### src/rtl/i2c_aseq_pkg.sv
package i2c_aseq_pkg;

  typedef enum logic [2:0] {
    ST_IDLE  = 3'd0,
    ST_HDR   = 3'd1,
    ST_LOW   = 3'd2,
    ST_RSTRT = 3'd3,
    ST_RHDR  = 3'd4,
    ST_DONE  = 3'd5,
    ST_ERR   = 3'd6
  } aseq_state_t;

  // Fixed top five bits of a 10-bit address header byte.
  localparam logic [4:0] TEN_HDR_PREFIX = 5'b11110;

  // True for states that hand a command to the byte engine.
  function automatic logic is_step(aseq_state_t s);
    return (s == ST_HDR) || (s == ST_LOW) || (s == ST_RSTRT) || (s == ST_RHDR);
  endfunction

  // True for states whose command transmits an address byte.
  function automatic logic is_byte_step(aseq_state_t s);
    return (s == ST_HDR) || (s == ST_LOW) || (s == ST_RHDR);
  endfunction

endpackage

### src/rtl/aseq_req_latch.sv
module aseq_req_latch #(
  parameter int ADDR_W = 10
) (
  input  logic              clk,
  input  logic              rst,
  input  logic              accept_i,
  input  logic              busy_i,
  input  logic              ten_bit_i,
  input  logic              rd_i,
  input  logic [ADDR_W-1:0] addr_i,
  output logic              ten_bit_q,
  output logic              rd_q,
  output logic [ADDR_W-1:0] addr_q
);

  always_ff @(posedge clk) begin
    if (rst) begin
      ten_bit_q <= 1'b0;
      rd_q      <= 1'b0;
      addr_q    <= '0;
    end else if (accept_i) begin
      ten_bit_q <= ten_bit_i;
      rd_q      <= rd_i;
      addr_q    <= addr_i;
    end
  end

  // the captured request cannot move while a sequence is running
  a_r9_hold_while_busy: assert property (@(posedge clk) disable iff (rst)
    busy_i |=> ($stable(addr_q) && $stable(rd_q) && $stable(ten_bit_q)));

endmodule

### src/rtl/aseq_byte_fmt.sv
module aseq_byte_fmt
  import i2c_aseq_pkg::*;
#(
  parameter int ADDR_W = 10
) (
  input  aseq_state_t       state_i,
  input  logic              ten_bit_i,
  input  logic              rd_i,
  input  logic [ADDR_W-1:0] addr_i,
  output logic [7:0]        byte_o
);

  logic [1:0] top_bits;
  logic [7:0] hdr_write;

  assign top_bits  = addr_i[9:8];
  assign hdr_write = {TEN_HDR_PREFIX, top_bits, 1'b0};

  always_comb begin
    byte_o = 8'h00;
    unique case (state_i)
      ST_HDR:  byte_o = ten_bit_i ? hdr_write : {addr_i[6:0], rd_i};
      ST_LOW:  byte_o = addr_i[7:0];
      ST_RHDR: byte_o = {hdr_write[7:1], 1'b1};
      default: byte_o = 8'h00;
    endcase
  end

endmodule

### src/rtl/aseq_step_timer.sv
module aseq_step_timer #(
  parameter int TMO_CYCLES = 1000
) (
  input  logic clk,
  input  logic rst,
  input  logic start_i,
  input  logic run_i,
  output logic expired_o
);

  localparam int CNT_W = $clog2(TMO_CYCLES + 1);
  localparam logic [CNT_W-1:0] LAST = CNT_W'(TMO_CYCLES - 1);

  logic [CNT_W-1:0] cnt_q;

  always_ff @(posedge clk) begin
    if (rst || start_i) begin
      cnt_q <= '0;
    end else if (run_i && (cnt_q != LAST)) begin
      cnt_q <= cnt_q + 1'b1;
    end
  end

  assign expired_o = run_i && (cnt_q == LAST);

endmodule

### src/rtl/aseq_ctrl.sv
module aseq_ctrl
  import i2c_aseq_pkg::*;
(
  input  logic        clk,
  input  logic        rst,
  input  logic        req_i,
  input  logic        ten_bit_q,
  input  logic        rd_q,
  input  logic [7:0]  fmt_byte_i,
  input  logic        eng_done_i,
  input  logic        eng_nack_i,
  input  logic        tmo_expired_i,
  output aseq_state_t state_o,
  output logic        accept_o,
  output logic        issue_o,
  output logic        waiting_o,
  output logic        cmd_valid_o,
  output logic        cmd_rstart_o,
  output logic [7:0]  cmd_byte_o,
  output logic        busy_o,
  output logic        done_o,
  output logic        err_o
);

  aseq_state_t state_q, state_d, next_ok;
  logic        issued_q;

  assign state_o   = state_q;
  assign waiting_o = issued_q && is_step(state_q);

  // Successor of a step that completed cleanly.
  always_comb begin
    next_ok = ST_IDLE;
    unique case (state_q)
      ST_HDR:   next_ok = ten_bit_q ? ST_LOW : ST_DONE;
      ST_LOW:   next_ok = rd_q ? ST_RSTRT : ST_DONE;
      ST_RSTRT: next_ok = ST_RHDR;
      ST_RHDR:  next_ok = ST_DONE;
      default:  next_ok = ST_IDLE;
    endcase
  end

  always_comb begin
    state_d  = state_q;
    accept_o = 1'b0;
    issue_o  = 1'b0;
    unique case (state_q)
      ST_IDLE: begin
        if (req_i) begin
          accept_o = 1'b1;
          state_d  = ST_HDR;
        end
      end
      ST_HDR, ST_LOW, ST_RSTRT, ST_RHDR: begin
        if (!issued_q) begin
          issue_o = 1'b1;
        end else if (eng_done_i) begin
          state_d = (is_byte_step(state_q) && eng_nack_i) ? ST_ERR : next_ok;
        end else if (tmo_expired_i) begin
          state_d = ST_ERR;
        end
      end
      ST_DONE, ST_ERR: state_d = ST_IDLE;
      default:         state_d = ST_IDLE;
    endcase
  end

  always_ff @(posedge clk) begin
    if (rst) begin
      state_q      <= ST_IDLE;
      issued_q     <= 1'b0;
      cmd_valid_o  <= 1'b0;
      cmd_rstart_o <= 1'b0;
      cmd_byte_o   <= 8'h00;
      busy_o       <= 1'b0;
      done_o       <= 1'b0;
      err_o        <= 1'b0;
    end else begin
      state_q     <= state_d;
      cmd_valid_o <= issue_o;
      if (issue_o) begin
        issued_q     <= 1'b1;
        cmd_rstart_o <= (state_q == ST_RSTRT);
        cmd_byte_o   <= fmt_byte_i;
      end else if (state_d != state_q) begin
        issued_q <= 1'b0;
      end
      busy_o <= (state_d != ST_IDLE);
      done_o <= (state_d == ST_DONE);
      err_o  <= (state_d == ST_ERR);
    end
  end

  // completion pulses are exclusive and last one cycle
  a_r8_done_err_excl: assert property (@(posedge clk) disable iff (rst)
    !(done_o && err_o));
  a_r8_done_pulse: assert property (@(posedge clk) disable iff (rst)
    done_o |=> !done_o);
  a_r8_err_pulse: assert property (@(posedge clk) disable iff (rst)
    err_o |=> !err_o);
  // a command strobe is one cycle wide and only while busy
  a_r10_cmd_pulse: assert property (@(posedge clk) disable iff (rst)
    cmd_valid_o |=> !cmd_valid_o);
  a_r10_cmd_busy: assert property (@(posedge clk) disable iff (rst)
    cmd_valid_o |-> busy_o);
  // a NAK on an address byte leads to an error pulse
  a_r6_nack_abort: assert property (@(posedge clk) disable iff (rst)
    (waiting_o && is_byte_step(state_q) && eng_done_i && eng_nack_i) |=> (err_o && !done_o));
  // an expired step issues nothing further
  a_r7_tmo_abort: assert property (@(posedge clk) disable iff (rst)
    (waiting_o && tmo_expired_i && !eng_done_i) |=> (err_o && !cmd_valid_o));

endmodule

### src/rtl/i2c_addr_seq.sv
module i2c_addr_seq
  import i2c_aseq_pkg::*;
#(
  parameter int ADDR_W     = 10,
  parameter int TMO_CYCLES = 1000
) (
  input  logic              clk,
  input  logic              rst,
  input  logic              req_i,
  input  logic              ten_bit_i,
  input  logic              rd_i,
  input  logic [ADDR_W-1:0] addr_i,
  output logic              eng_cmd_valid_o,
  output logic              eng_cmd_rstart_o,
  output logic [7:0]        eng_byte_o,
  input  logic              eng_done_i,
  input  logic              eng_nack_i,
  output logic              busy_o,
  output logic              done_o,
  output logic              err_o
);

  aseq_state_t       state;
  logic              accept, issue, waiting, expired;
  logic              ten_q, rd_q;
  logic [ADDR_W-1:0] addr_q;
  logic [7:0]        fmt_byte;

  aseq_req_latch #(.ADDR_W(ADDR_W)) u_latch (
    .clk       (clk),
    .rst       (rst),
    .accept_i  (accept),
    .busy_i    (busy_o),
    .ten_bit_i (ten_bit_i),
    .rd_i      (rd_i),
    .addr_i    (addr_i),
    .ten_bit_q (ten_q),
    .rd_q      (rd_q),
    .addr_q    (addr_q)
  );

  aseq_byte_fmt #(.ADDR_W(ADDR_W)) u_fmt (
    .state_i   (state),
    .ten_bit_i (ten_q),
    .rd_i      (rd_q),
    .addr_i    (addr_q),
    .byte_o    (fmt_byte)
  );

  aseq_step_timer #(.TMO_CYCLES(TMO_CYCLES)) u_timer (
    .clk       (clk),
    .rst       (rst),
    .start_i   (issue),
    .run_i     (waiting),
    .expired_o (expired)
  );

  aseq_ctrl u_ctrl (
    .clk           (clk),
    .rst           (rst),
    .req_i         (req_i),
    .ten_bit_q     (ten_q),
    .rd_q          (rd_q),
    .fmt_byte_i    (fmt_byte),
    .eng_done_i    (eng_done_i),
    .eng_nack_i    (eng_nack_i),
    .tmo_expired_i (expired),
    .state_o       (state),
    .accept_o      (accept),
    .issue_o       (issue),
    .waiting_o     (waiting),
    .cmd_valid_o   (eng_cmd_valid_o),
    .cmd_rstart_o  (eng_cmd_rstart_o),
    .cmd_byte_o    (eng_byte_o),
    .busy_o        (busy_o),
    .done_o        (done_o),
    .err_o         (err_o)
  );

endmodule

### config.mk
export PLATFORM = sky130hd
export DESIGN_NAME = i2c_addr_seq
export DESIGN_NICKNAME = d
export VERILOG_FILES = /design/src/rtl/i2c_aseq_pkg.sv /design/src/rtl/aseq_req_latch.sv /design/src/rtl/aseq_byte_fmt.sv /design/src/rtl/aseq_step_timer.sv /design/src/rtl/aseq_ctrl.sv /design/src/rtl/i2c_addr_seq.sv
export SDC_FILE = /design/constraint.sdc
export NUM_CORES = 1
export LEC_CHECK = 0
export BUFFER_PORTS_ARGS = -buffer_cell sky130_fd_sc_hd__buf_2
export CAP_MARGIN = 20
export CORE_MARGIN = 8
export CORE_UTILIZATION = 35
export DETAILED_ROUTE_END_ITERATION = 10
export SLEW_MARGIN = 20
export SYNTH_ARGS = -nofsm -noshare
export SYNTH_HDL_FRONTEND = slang
export SYNTH_SLANG_ARGS = --single-unit
### constraint.sdc
create_clock -name clk -period 1.82 [get_ports clk]
set_input_delay 0.091 -clock clk [delete_from_list [all_inputs] [get_ports clk]]
set_output_delay 0.091 -clock clk [all_outputs]
set_load 0.01 [all_outputs]
==> metrics.md <==
| Metric | Value |
|---|---|
| Status | `finished, final reports clean` |
| Seq pwr share | `50.1%` |
| Starting density of the core | `35.50%` |
| Core area | `about 0.0058 sq mm` |
| Avg WL per Cell | `between 10 and 15 microns` |
| Crit path from | `u_timer.cnt_q[0]` |
| Maximum Capacitance Violations | `0` |
| Worst-path fanout max | `3` |
| Port bufs | `29` |
| Met2 WL | `2314 microns` |
| Simple-Gate Fraction of Synth Area | `around 30%` |
| Combinational power share | `18.2%` |
| RSZ-0062 raised after global routing | `no` |
| Worst r2r src | `u_timer.cnt_q[0]` |
| Mux cell area share after synthesis | `0%` |
| Vias/cell | `5.081` |
| Synth Area in XOR/XNOR | `~3.8%` |
| Top cells by count, synth | `nand2_1 (48), dfxtp_1 (39), a21oi_1 (31)` |
| Main synth FF type | `dfxtp_1` |
| Clock-pin slew on the worst setup and hold paths | `0.08 ns` |
| M1 WL | `between 2000 and 2500 microns` |
| Rel. slew slack | `56.29%` |
| Synth unique cells | `46` |
| Finish-stage setup viols | `0` |
| Nets | `313` |
| Initial antenna violation count | `0` |
| Die Width | `92.57 microns` |
| Vias | `1880` |
| Synth area leaders | `dfxtp_1 (38%), nand2_1 (8.8%), a21oi_1 (7.6%), o21ai_0 (4.4%), nor2_1 (4.4%)` |
| Area growth from synthesis to layout | `16.04%` |
| Die Ht | `between 90 and 100 microns` |
| Hold Crit Depth | `3` |
| Max layer used | `met4` |
| First-pass GRT wire length | `slightly above 8000 microns` |
| Req. time, crit path | `slightly above 2 ns` |
| Die area | `around 0.0086 sq mm` |
| Post-Synthesis Cells | `approximately 260` |
| EDFF count, synth | `0` |
| Share of layout cells above drive strength 1 | `~22%` |
| Clock sinks | `39` |
| Largest family of logic cells by synthesized area | `simple AND/OR/NAND/NOR gates` |
| Slew Viols, Final | `0` |
| Post-synth top area share | `a little under two fifths` |
| Post-Synth Adder-Cell Area | `0.6098%` |
| CTS max path bufs | `2` |
| Crit. End Element | `flip-flop` |
| Synth Area per Inst | `between 7 and 8 sq um` |
| Clock network fraction of design power | `a little under a third` |
| Leakage | `between 0.9 and 1 nW` |
| Initial DRT Pass Iterations | `4` |
| Largest net degree at the start of global routing | `25` |
| DRC Markers | `0` |
| Total Routing Usage GR | `between 10% and 20%` |
| Total gr overflow | `0` |
| Tmin final | `1.695 ns` |
| Ys Warns | `0` |
| Setup Skew | `between 0.007 and 0.008 ns` |
| VDD IR max | `about 0.47 mV` |
| Total Routed Length | `about 4900 microns` |
| Site Rows | `28` |
| Ant diodes | `0` |
| Reg2Reg Depth | `6` |
| Syn_nets | `approximately 280` |
| Switching power | `between 0.5 and 0.6 mW` |
| Sw frac | `about 29%` |
| Total CTS buffers | `5` |
| Maximum clock rate | `around 590 MHz` |
| Kind of critical path | `reg -> reg` |
| Met3 routed wirelength | `~220 microns` |
| Vias in the first global route | `between 1500 and 2000` |
| Power Density | `roughly 780 mW/mm^2` |
| WP data arrival | `between 1.5 and 2 ns` |
| CTS Root Cell | `clkbuf_8` |
| Post-CTS Hold Fix Bufs | `0` |
| Routed Antenna Nets | `0` |
| Post-synth ARST share | `0%` |
| Iter 0 DRT Violations | `~120` |
| Internal Pwr Total | `around 1.3 mW` |
| Cell taking the most area after synthesis | `dfxtp_1` |
| Worst-Margin Slew | `~0.65 ns` |
| Synth Register Bits | `39` |
| Clock Latency Late Sink | `0.29 ns` |
| Fill count | `618` |
| Number of gates resized after cts | `0` |
| Gpl congestion | `around 0.96` |
| H-tree level count | `2` |
| Post-CTS Setup Bufs | `0` |
| Beginning of the worst hold path | `addr_i[9]` |
| Most numerous cell in the Yosys netlist | `nand2_1` |
| I/O pins | `30` |
| Nature of the critical path startpoint | `flip-flop` |
| Post-synthesis sequential area ratio | `38.05%` |
| Synth Area in Compound Gates | `a little over a fifth` |
| Detailed Place HPWL | `roughly 3700 microns` |
| Total Neg Setup Slack | `0 ns` |
| Min Hold Slack | `between 0.03 and 0.04 ns` |
| Fin crit share | `between 90 and 100%` |
| HP Class | `in -> reg` |
| Mapped cell area | `between 0.002 and 0.0025 sq mm` |
| CTS tree | `yes` |
| Hold Violations, Final | `0` |
-- final cells by class --
cell class                      instances  area, sq um  share of cell area [%]
Multi-Input combinational cell        202         1146                   48.13
Sequential cell                        39        784.5                   32.95
Timing Repair Buffer                   44        257.7                   10.83
Tap cell                               75        93.84                   3.941
Clock buffer                            6        82.58                   3.468
Inverter                                3        11.26                  0.4729
Clock inverter                          1        5.005                  0.2102
-- sequential cells by signal (all words and copies together), names as in the netlist, 3 cells and up --
name / count
u_ctrl.cmd_byte_o: 8
u_ctrl.state_o: 3
u_latch.addr_q: 10
u_timer.cnt_q: 10
-- per-layer routing --
metal | vias up | track usage [%]
met3 | 11 | 3.479
met4 | 0 | 5.101
met2 | 34 | 18.89
met5 | - | 0
met1 | 867 | 13.63
li1 | 968 | -
-- worst max-delay path, stage by stage (launching register included) --
cell and delay, ns:
dfxtp_1 0.37, ha_1 0.21, nand4b_2 0.16, o41ai_2 0.32, a21oi_1 0.11, or3_1 0.31, a31oi_1 0.14
-- logic make-up after synthesis --
group	Yosys count
AND/OR/NAND/NOR	120
AO/OA/AOI/OAI	72
adder cells (fa/ha/maj)	1
XOR/XNOR	9
buffers and inverters	18
flip-flops	39
-- worst paths after layout --
kind	endpoint	slack, ns
max	u_ctrl.busy_o	0.13
min	u_latch.addr_q[9]	0.03
max reg2reg	u_ctrl.busy_o	0.13
min reg2reg	u_ctrl.cmd_byte_o[0]	0.45
-- placed cells by master, fill, tap and decap left out, drive strengths merged, types with 2 or more instances in the layout --
master / synthesis / layout
a21oi: 31 / 31
a22oi: 5 / 5
a31oi: 3 / 3
and2: 3 / 3
buf: 5 / 44
clkbuf: 10 / 6
dfxtp: 39 / 39
inv: 3 / 3
nand2: 48 / 48
nand2b: 5 / 5
nand3: 6 / 6
nor2: 25 / 25
nor2b: 8 / 8
nor3: 7 / 7
nor3b: 3 / 3
nor4: 4 / 4
o21ai: 20 / 20
o21bai: 2 / 2
o22a: 2 / 2
o31ai: 2 / 2
or3: 2 / 2
or3b: 2 / 2
xnor2: 9 / 9
-- power by group through the flow --
stage               registers, mW  clock network (mW)  logic (mW)
detailed placement          0.953                   0       0.340
floorplan                   0.937                   0       0.253
global placement            0.951                   0       0.342
global route                0.941               0.650       0.383
CTS                         0.933               0.617       0.341
finish                      0.935               0.592       0.340
-- per-stage QoR --
step | total power, mW | util (%) | cell area [sq um] | cells | setup WS (ns)
floorplan | 1.189 | - | 2052 | 259 | 0.2345
global placement | 1.294 | 39.61 | 2290 | 363 | 0.1011
detailed placement | 1.293 | 39.61 | 2290 | 363 | 0.05569
CTS | 1.891 | 41.13 | 2377 | 370 | 0.05041
global route | 1.974 | 41.19 | 2381 | 370 | 0.009996
finish | 1.867 | 41.19 | 2381 | 370 | 0.1252
(Power assumes the default switching activity.)
